$ cat src/rtl/ser_ctl_pkg.sv
package ser_ctl_pkg;
  localparam int unsigned WORD_W = 8;
  localparam int unsigned NUM_REGS = 8;
  localparam int unsigned ADDR_W = $clog2(NUM_REGS);
  localparam int unsigned CNT_W = $clog2(WORD_W + 1);
  localparam int unsigned NUM_RW = NUM_REGS - 1;
  typedef logic [WORD_W-1:0] word_t;
endpackage

$ cat src/rtl/ser_ctl_sync.sv
module ser_ctl_sync #(
  parameter int unsigned N = 1,
  parameter logic [N-1:0] RST_VAL = '0
) (
  input  logic         clk,
  input  logic         rst_n,
  input  logic [N-1:0] d,
  output logic [N-1:0] q,
  output logic [N-1:0] q_prev
);
  logic [N-1:0] s1, s2, s3;

  for (genvar b = 0; b < N; b++) begin : g_bit
    always_ff @(posedge clk or negedge rst_n) begin
      if (!rst_n) begin
        s1[b] <= RST_VAL[b];
        s2[b] <= RST_VAL[b];
        s3[b] <= RST_VAL[b];
      end else begin
        s1[b] <= d[b];
        s2[b] <= s1[b];
        s3[b] <= s2[b];
      end
    end
  end

  assign q = s2;
  assign q_prev = s3;
endmodule

$ cat src/rtl/ser_ctl_shift.sv
module ser_ctl_shift
  import ser_ctl_pkg::*;
(
  input  logic  clk,
  input  logic  rst_n,
  input  logic  sclk_fall,
  input  logic  rd_fall,
  input  logic  rd_high,
  input  logic  din,
  input  word_t load_val,
  output word_t sh_q,
  output logic  rd_active
);
  logic [CNT_W-1:0] cnt_q;

  always_ff @(posedge clk or negedge rst_n) begin
    if (!rst_n) begin
      sh_q      <= '0;
      cnt_q     <= '0;
      rd_active <= 1'b0;
    end else if (rd_fall) begin
      sh_q      <= load_val;
      cnt_q     <= '0;
      rd_active <= 1'b1;
    end else if (rd_active) begin
      if (rd_high) begin
        rd_active <= 1'b0;
      end else if (sclk_fall && cnt_q < CNT_W'(WORD_W)) begin
        sh_q  <= {1'b0, sh_q[WORD_W-1:1]};
        cnt_q <= cnt_q + 1'b1;
      end
    end else if (sclk_fall) begin
      sh_q <= {din, sh_q[WORD_W-1:1]};
    end
  end


  cnt_bound_chk: assert property (@(posedge clk) disable iff (!rst_n)
    cnt_q <= CNT_W'(WORD_W));


  shift_in_top_chk: assert property (@(posedge clk) disable iff (!rst_n)
    (sclk_fall && !rd_active && !rd_fall) |=> sh_q[WORD_W-1] == $past(din));
endmodule

$ cat src/rtl/ser_ctl_bank.sv
module ser_ctl_bank
  import ser_ctl_pkg::*;
(
  input  logic                     clk,
  input  logic                     rst_n,
  input  logic                     we,
  input  logic [ADDR_W-1:0]        waddr,
  input  word_t                    wdata,
  input  logic [ADDR_W-1:0]        raddr,
  input  word_t                    status,
  output word_t                    rdata,
  output logic [NUM_RW*WORD_W-1:0] cfg
);
  localparam logic [ADDR_W-1:0] RO_IDX = ADDR_W'(NUM_REGS - 1);
  word_t regs [NUM_RW];

  for (genvar i = 0; i < NUM_RW; i++) begin : g_reg
    always_ff @(posedge clk or negedge rst_n) begin
      if (!rst_n) regs[i] <= '0;
      else if (we && waddr == ADDR_W'(i)) regs[i] <= wdata;
    end
    assign cfg[i*WORD_W +: WORD_W] = regs[i];
  end

  always_comb begin
    rdata = status;
    for (int i = 0; i < NUM_RW; i++) begin
      if (raddr == ADDR_W'(i)) rdata = regs[i];
    end
  end


  ro_write_ignored_chk: assert property (@(posedge clk) disable iff (!rst_n)
    (we && waddr == RO_IDX) |=> $stable(cfg));
endmodule

$ cat src/rtl/ser_ctl_port.sv
module ser_ctl_port
  import ser_ctl_pkg::*;
(
  input  logic                     clk,
  input  logic                     rst_n,
  input  logic                     sclk_i,
  input  logic                     rd_n_i,
  input  logic                     wr_n_i,
  input  logic [ADDR_W-1:0]        addr_i,
  input  logic                     sdio_i,
  output logic                     sdio_o,
  output logic                     sdio_oe,
  input  logic [WORD_W-1:0]        status_i,
  output logic [NUM_RW*WORD_W-1:0] cfg_o
);
  localparam int unsigned SYNC_W = 4 + ADDR_W;
  localparam logic [SYNC_W-1:0] SYNC_RST = SYNC_W'(3'b110);

  logic [SYNC_W-1:0] s_now, s_prev;
  logic sclk_s, rd_s, wr_s, din_s;
  logic sclk_p, rd_p, wr_p;
  logic [ADDR_W-1:0] addr_s;
  logic sclk_fall, rd_fall, wr_rise;
  word_t sh_q, rd_word;
  logic rd_active;

  ser_ctl_sync #(.N(SYNC_W), .RST_VAL(SYNC_RST)) u_sync (
    .clk(clk), .rst_n(rst_n),
    .d({sdio_i, addr_i, wr_n_i, rd_n_i, sclk_i}),
    .q(s_now), .q_prev(s_prev)
  );

  assign sclk_s = s_now[0];
  assign rd_s   = s_now[1];
  assign wr_s   = s_now[2];
  assign addr_s = s_now[3 +: ADDR_W];
  assign din_s  = s_now[SYNC_W-1];
  assign sclk_p = s_prev[0];
  assign rd_p   = s_prev[1];
  assign wr_p   = s_prev[2];

  assign sclk_fall = sclk_p & ~sclk_s;
  assign rd_fall   = rd_p & ~rd_s;
  assign wr_rise   = ~wr_p & wr_s & ~rd_active;

  ser_ctl_shift u_shift (
    .clk(clk), .rst_n(rst_n),
    .sclk_fall(sclk_fall), .rd_fall(rd_fall), .rd_high(rd_s),
    .din(din_s), .load_val(rd_word),
    .sh_q(sh_q), .rd_active(rd_active)
  );

  ser_ctl_bank u_bank (
    .clk(clk), .rst_n(rst_n),
    .we(wr_rise), .waddr(addr_s), .wdata(sh_q),
    .raddr(addr_s), .status(status_i),
    .rdata(rd_word), .cfg(cfg_o)
  );

  assign sdio_oe = rd_active;
  assign sdio_o  = rd_active & sh_q[0];


  release_when_idle_chk: assert property (@(posedge clk) disable iff (!rst_n)
    $past(rd_s) |-> !sdio_oe);


  first_bit_chk: assert property (@(posedge clk) disable iff (!rst_n)
    rd_fall |=> sdio_o == $past(rd_word[0]));


  cfg_hold_chk: assert property (@(posedge clk) disable iff (!rst_n)
    !wr_rise |=> $stable(cfg_o));
endmodule

$ cat config.mk
export PLATFORM = sky130hd
export DESIGN_NAME = ser_ctl_port
export DESIGN_NICKNAME = d
export VERILOG_FILES = /design/src/rtl/ser_ctl_pkg.sv /design/src/rtl/ser_ctl_sync.sv /design/src/rtl/ser_ctl_shift.sv /design/src/rtl/ser_ctl_bank.sv /design/src/rtl/ser_ctl_port.sv
export SDC_FILE = /design/constraint.sdc
export NUM_CORES = 1
export LEC_CHECK = 0
export BUFFER_PORTS_ARGS = -buffer_cell sky130_fd_sc_hd__buf_2
export CORE_ASPECT_RATIO = 0.5
export CORE_MARGIN = 2
export CORE_UTILIZATION = 55
export DETAILED_ROUTE_END_ITERATION = 16
export GPL_TIMING_DRIVEN = 0
export MAX_ROUTING_LAYER = met4
export PLACE_DENSITY = 0.82
export SLEW_MARGIN = 25
export SYNTH_ARGS = -nofsm -noshare
export SYNTH_HDL_FRONTEND = slang
export SYNTH_SLANG_ARGS = --single-unit
export TNS_END_PERCENT = 5
$ cat constraint.sdc
create_clock -name clk -period 2 [get_ports clk]
set_input_delay 0.1 -clock clk [delete_from_list [all_inputs] [get_ports clk]]
set_output_delay 0.1 -clock clk [all_outputs]
set_load 0.005 [all_outputs]
# --- Word level (Yosys, flattened, before mapping) ---
# Index checks and enable logic that the tools add are counted.
totals:
  reg_bits: 86
  input_bits: 17
  out_inout_bits: 58
  word_cells: 80
op_classes:
  addsub: 1
  n_lt_le_gt_ge: 1
  n_eq_ne: 9
  n_mux: 19
  n_bitwise: 9
  n_reduce_logical: 14
ops:
  columns: ["cell", "n"]
  rows:
  - ["2-to-1 mux 8 bit", 12]
  - ["2-to-1 mux 4 bit", 4]
  - ["== test 3 bit, second input constant", 3]
  - ["logical AND 1 bit", 8]
  - ["== test 3 x 2 -> 1 bit, second input constant", 2]
  - ["inequality test 3 bit, second input constant", 2]
  - ["AND reduction 3 bit", 2]
  - ["AND 1 bit", 5]
  - ["adder 4 x 1 -> 4 bit, second input constant", 1]
  - ["< comparator 4 bit, second input constant", 1]
  - ["inverter 1 bit", 4]
  - ["nonzero test 2 bit", 2]
  - ["== test 3 x 1 -> 1 bit, second input constant", 1]
  - ["zero test 3 bit", 1]
  - ["2-to-1 mux 1 bit", 3]
  - ["nonzero test 3 bit", 1]
  - ["inequality test 2 bit, second input constant", 1]

# --- Longest topological paths before layout ---
depth:
  depth_word: 9
  depth_mapped: 7
  mapped_depth_nobuf: 4

# --- Cells and area by module ---
# From an unflattened synthesis, not the netlist that was laid out.
hier_totals:
  hier_cells: 318
  hier_area_um2: 4121.5
by_module_without_submodules:
  columns: ["mod", "n_inst", "cells_each", "area_per_inst_um2", "seq_area_each_um2"]
  rows:
  - ["ser_ctl_bank", 1, 245, 2900.3, 1401.3]
  - ["ser_ctl_shift", 1, 48, 656.9, 325.3]
  - ["ser_ctl_sync", 1, 21, 533.0, 533.0]
  - ["ser_ctl_port", 1, 4, 31.3, 0.0]

# --- Worst setup path before layout ---
# No wires, ideal clock.
synth_path:
  path_type: "register to register"
  start: "reg u_sync.s2[2], in the netlist u_sync.q[2]"
  end: "reg u_bank.regs, in the netlist u_bank.cfg[16]"
  setup_time_ns: 0.125
  t_arrival_ns: 1.474
  t_required_ns: 1.875
  slack_ns: 0.401
  stages_incl_launch_ff: 6
  n_path_buf: 1
  period_less_slack_ns: 1.599
  path_cell_list: "dfstp_2 -> nor3b_4 -> nor2b_1 -> buf_2 -> nand3b_4 -> mux2_2"
synth_via:
  elab_chain_len: 3
synth_lines:
  columns: ["item", "line_no", "rtl"]
  rows:
  - ["from (decl)", "ser_ctl_sync.sv:11", "logic [N-1:0] s1, s2, s3;"]
  - ["from (signal, indexed assignment)", "ser_ctl_sync.sv:17", "s2[b] <= RST_VAL[b];"]
  - ["from (signal, indexed assignment)", "ser_ctl_sync.sv:21", "s2[b] <= s1[b];"]
  - ["AND 1 bit (2 in a row)", "ser_ctl_port.sv:44", "assign wr_rise = ~wr_p & wr_s & ~rd_active;"]
  - ["logical AND 1 bit", "ser_ctl_bank.sv:20", "else if (we && waddr == ADDR_W'(i)) regs[i] <= wdata;"]
  - ["to (signal, indexed assignment)", "ser_ctl_bank.sv:20", null]
  - ["to (decl)", "ser_ctl_bank.sv:15", "word_t regs [NUM_RW];"]
# Every way passes these cells.
# A chain may end at the register's enable or synchronous reset.

# --- Worst setup path after layout ---
layout_path:
  start: "reg u_shift.rd_active"
  end: "reg u_bank.regs, in the netlist u_bank.cfg[11]"
layout_via:
  elab_chain_len: 3
layout_lines:
  columns: ["item", "line_no", "rtl"]
  rows:
  - ["from (decl)", "ser_ctl_shift.sv:12", "output logic rd_active"]
  - ["from (signal assigned)", "ser_ctl_shift.sv:20", "rd_active <= 1'b0;"]
  - ["from (signal assigned)", "ser_ctl_shift.sv:24", "rd_active <= 1'b1;"]
  - ["from (signal assigned)", "ser_ctl_shift.sv:27", "rd_active <= 1'b0;"]
  - ["inverter 1 bit", "ser_ctl_port.sv:44", null]
  - ["AND 1 bit", "ser_ctl_port.sv:44", null]
  - ["logical AND 1 bit", "ser_ctl_bank.sv:20", null]
# Every way passes these cells.

==> results.py <==
metrics = {
    "outcome": {
        "status": "completed",
    },
    "clock_network": {
        "clockBufferDepth": 2,
        "path_clk_slew_ns": 0.07,
        "numCtsBuffers": 9,
        "root_buffer": "clkbuf_16",
        "cts_tree": "yes",
        "worstSkewPairLatency_ns": 0.35,
        "clkSinkCount": 86,
        "htreeDepth": 3,
    },
    "routing": {
        "vias": 3151,
        "wl_per_cell_um": 20.4,
        "dr.pass1.iters": 5,
        "antenna_left": 0,
        "wirelength_um": 10600,
        "viasPerCell": 6.09,
        "drc": 0,
        "drt-initial-drc-count": 277,
    },
    "pwr": {
        "ir_worst_vdd_mv": 0.793,
        "switchingPower_uw": 1680,
        "power.density_nw_per_um2": 1130,
        "seq_power_share_pct": 44.8,
        "internal-power_uw": 3890,
        "p_clk_share_pct": 31.4,
        "sw_frac_of_total_pct": 30.2,
        "combPwrFrac_pct": 23.8,
        "power.leakage_uw": 0.00239,
    },
    "timing": {
        "fmax_ghz": 0.530,
        "fin_ws_ns": 0.112,
        "fin_crit_ns": 1.89,
        "slew_viol_final": 0,
        "hold_viol": 0,
        "tightestPinTransition_ns": 0.644,
        "rsz0062_at_grt": "no",
        "finalClockSkew_ns": 0.00736,
        "relSlewSlack_pct": 56.9,
        "fin_crit_sh_pct": 94.4,
        "final-setup-viol-count": 0,
    },
    "floorplanning": {
        "die_w_um": 125,
        "core-area_um2": 6860,
        "die_h_um": 64.3,
        "num_io_pins": 75,
        "die_area_um2": 8010,
        "row_count": 21,
        "start_util_pct": 58.3,
    },
    "synthesis": {
        "synth_area_leaders": "dfrtp_1 (50%), mux2_2 (17%), dfstp_2 (3.9%), o21ai_0 (2.1%), nor2b_1 (2.0%)",
        "synth-main-ff-cell": "dfrtp_1",
        "ys_warn_count": 0,
        "synth-edff-count": 0,
        "synthDistinctLibCells": 49,
        "synth_cells": 326,
        "yosysSeqAreaShare_pct": 54.0,
        "synth.avg_cell_area_um2": 12.3,
        "synthTopCellsByCount": "dfrtp_1 (80), mux2_2 (61), o21ai_0 (17)",
        "syn_nets": 344,
        "synthMostInstantiatedCell": "dfrtp_1",
        "synth-seq-cells": 86,
        "synthArstFlopShare_pct": 100,
        "synth_top_area_cell": "dfrtp_1",
        "netlist.area_leader.share_pct": 50.0,
        "syn_area_um2": 4000,
    },
    "critical_path": {
        "critPathRequiredTime_ns": 2.23,
        "crit_chain": "nor3b_4 > nor2b_1 > buf_2 > nand2_2 > mux2_2",
        "crit_path_end_kind": "register",
        "crit_fanout": 8,
        "critPathSlowestCell": "dfrtp_1",
        "critPathKind": "register to register",
        "cp-start-kind": "register",
        "arrival_ns": 2.12,
        "slowest_delay_ns": 0.49,
    },
    "placement": {
        "dp_hpwl_um": 7450,
        "post-place-ws_ns": -0.0408,
        "gp_congestion": 0.900,
        "portBuffers": 74,
    },
    "global_routing": {
        "grt_start_max_net_pins": 47,
        "track_usage_pct": 28.7,
        "grt_overflow": 0,
        "grt_pass1_vias": 3123,
        "antenna_found_initial": 0,
        "grt_pass1_wl_um": 16900,
    },
    "job": {
        "maxCapViolations": 0,
    },
    "final_layout": {
        "area_growth_pct": 22.6,
        "fin_nets": 438,
        "n_fill_cell": 482,
        "drive_gt1_share_pct": 42.4,
        "diodes": 0,
        "final_util_pct": 71.5,
    },
    "worst_hold_path": {
        "holdCritPathClass": "input pin to asynchronous set/reset pin",
    },
}
## repair_timing
item | CTS | global route
endpoints found under the setup margin | 4 | 5
pin swaps | 0 | 0
setup buffers | 0 | 0
hold buffers | 8 | 0
endpoints found under the hold margin | 47 | 0
gates resized for setup | 1 | 3
## logic make-up (layout without fill, tap and decap cells)
logic type               after synthesis  count (layout)  synth area share, %
XOR/XNOR                               2               2                0.438
flip-flops                            86              86                 54.0
AO/OA/AOI/OAI                         68              68                 11.5
multiplexers                          63              63                 17.7
buffers and inverters                 25             124                 2.97
adder cells (fa/ha/maj)                1               1                0.313
AND/OR/NAND/NOR                       81              81                 13.1
## routing by layer
metal | vias up | global-route usage, % | wire, µm
li1 | 1391 | - | -
met1 | 1573 | 38.0 | 4630
met2 | 163 | 45.0 | 4930
met3 | 24 | 7.04 | 832
met4 | 0 | 8.01 | 161
met5 | - | - | 0
## layout by cell type (no fill, tap or decap), types with 4 or more instances in the layout
cell / netlist / routed
and3_1: 7 / 7
buf_1: 7 / 7
buf_2: 7 / 80
nor2b_1: 13 / 12
o2111a_1: 4 / 4
o22ai_1: 4 / 4
dfrtp_1: 80 / 80
nand3b_1: 6 / 6
a31oi_1: 4 / 4
dfstp_2: 6 / 6
a211oi_1: 6 / 6
a21oi_1: 14 / 14
clkbuf_16: 0 / 9
nor2_1: 15 / 15
dlygate4sd3_1: 0 / 8
nand2_1: 10 / 10
inv_6: 0 / 4
and3b_1: 8 / 8
clkbuf_1: 6 / 4
mux2_2: 61 / 61
o21ai_0: 17 / 17
a22o_1: 6 / 6
## path summary, 6_finish.rpt
| path | cells after the start | end | slack, ns | start |
|---|---|---|---|---|
| min in group clk | 5 | u_shift.sh_q[0]$_DFFE_PN0P_ | 0.29 | status_i[0] |
| max | 5 | u_bank.cfg[11]$_DFFE_PN0P_ | 0.11 | u_shift.rd_active$_DFF_PN0_ |
| min | 2 | u_bank.cfg[30]$_DFFE_PN0P_ | 0.28 | rst_n |
| min reg2reg | 0 | u_sync.q[4]$_DFF_PN0_ | 0.35 | u_sync.s1[4]$_DFF_PN0_ |
| max reg2reg | 5 | u_bank.cfg[11]$_DFFE_PN0P_ | 0.11 | u_shift.rd_active$_DFF_PN0_ |
| max in group asynchronous | 3 | u_sync.q_prev[1]$_DFF_PN1_ | 1.04 | rst_n |
## critical path, delay by kind of cell, from the launching register on
family,cells,cell delay [ns]
AND/OR/NAND/NOR,3,0.74
buffers and inverters,1,0.20
multiplexers,1,0.34
flip-flops,1,0.49
## area by class of cell
cell class	instances	area, µm²	area share, %
Clock buffer	10	239	4.87
Buffer	24	118	2.40
Multi-Input combinational cell	215	1720	35.1
Timing Repair Buffer	83	473	9.64
Tap cell	92	115	2.35
Sequential cell	86	2160	44.0
Clock inverter	6	73.8	1.50
Inverter	1	3.75	0.0765
## state kept, by name, indices dropped and copies added, names as in the netlist
register	cells
u_shift.rd_active	1
u_sync.s1	7
u_sync.q_prev	3
u_sync.q	7
u_shift.cnt_q	4
u_shift.sh_q	8
u_bank.cfg	56
## stage by stage
| step | TNS [ns] | std cells | hold WS, ns | instance area, µm² | power (µW) |
|---|---|---|---|---|---|
| 6_report | 0 | 517 | 0.278 | 4910 | 5560 |
| 5_1_grt | 0 | 517 | 0.298 | 4910 | 5830 |
| 4_1_cts | 0 | 517 | 0.272 | 4900 | 5570 |
| 2_1_floorplan | 0 | 326 | -0.196 | 4000 | 3140 |
| 3_3_place_gp | 0 | 492 | 0.205 | 4490 | 3740 |
| 3_5_place_dp | -0.0408 | 493 | 0.122 | 4510 | 3820 |
## power groups by stage
| stage | Clock (µW) | Combinational (µW) | Sequential, µW |
|---|---|---|---|
| final | 1750 | 1320 | 2490 |
| after global routing | 1850 | 1440 | 2540 |
| after CTS | 1760 | 1330 | 2480 |
| after detailed placement | 0 | 1310 | 2510 |
| after global placement | 0 | 1270 | 2470 |
| after floorplan | 0 | 676 | 2460 |
Note: power is estimated with default switching activity, not from simulation.
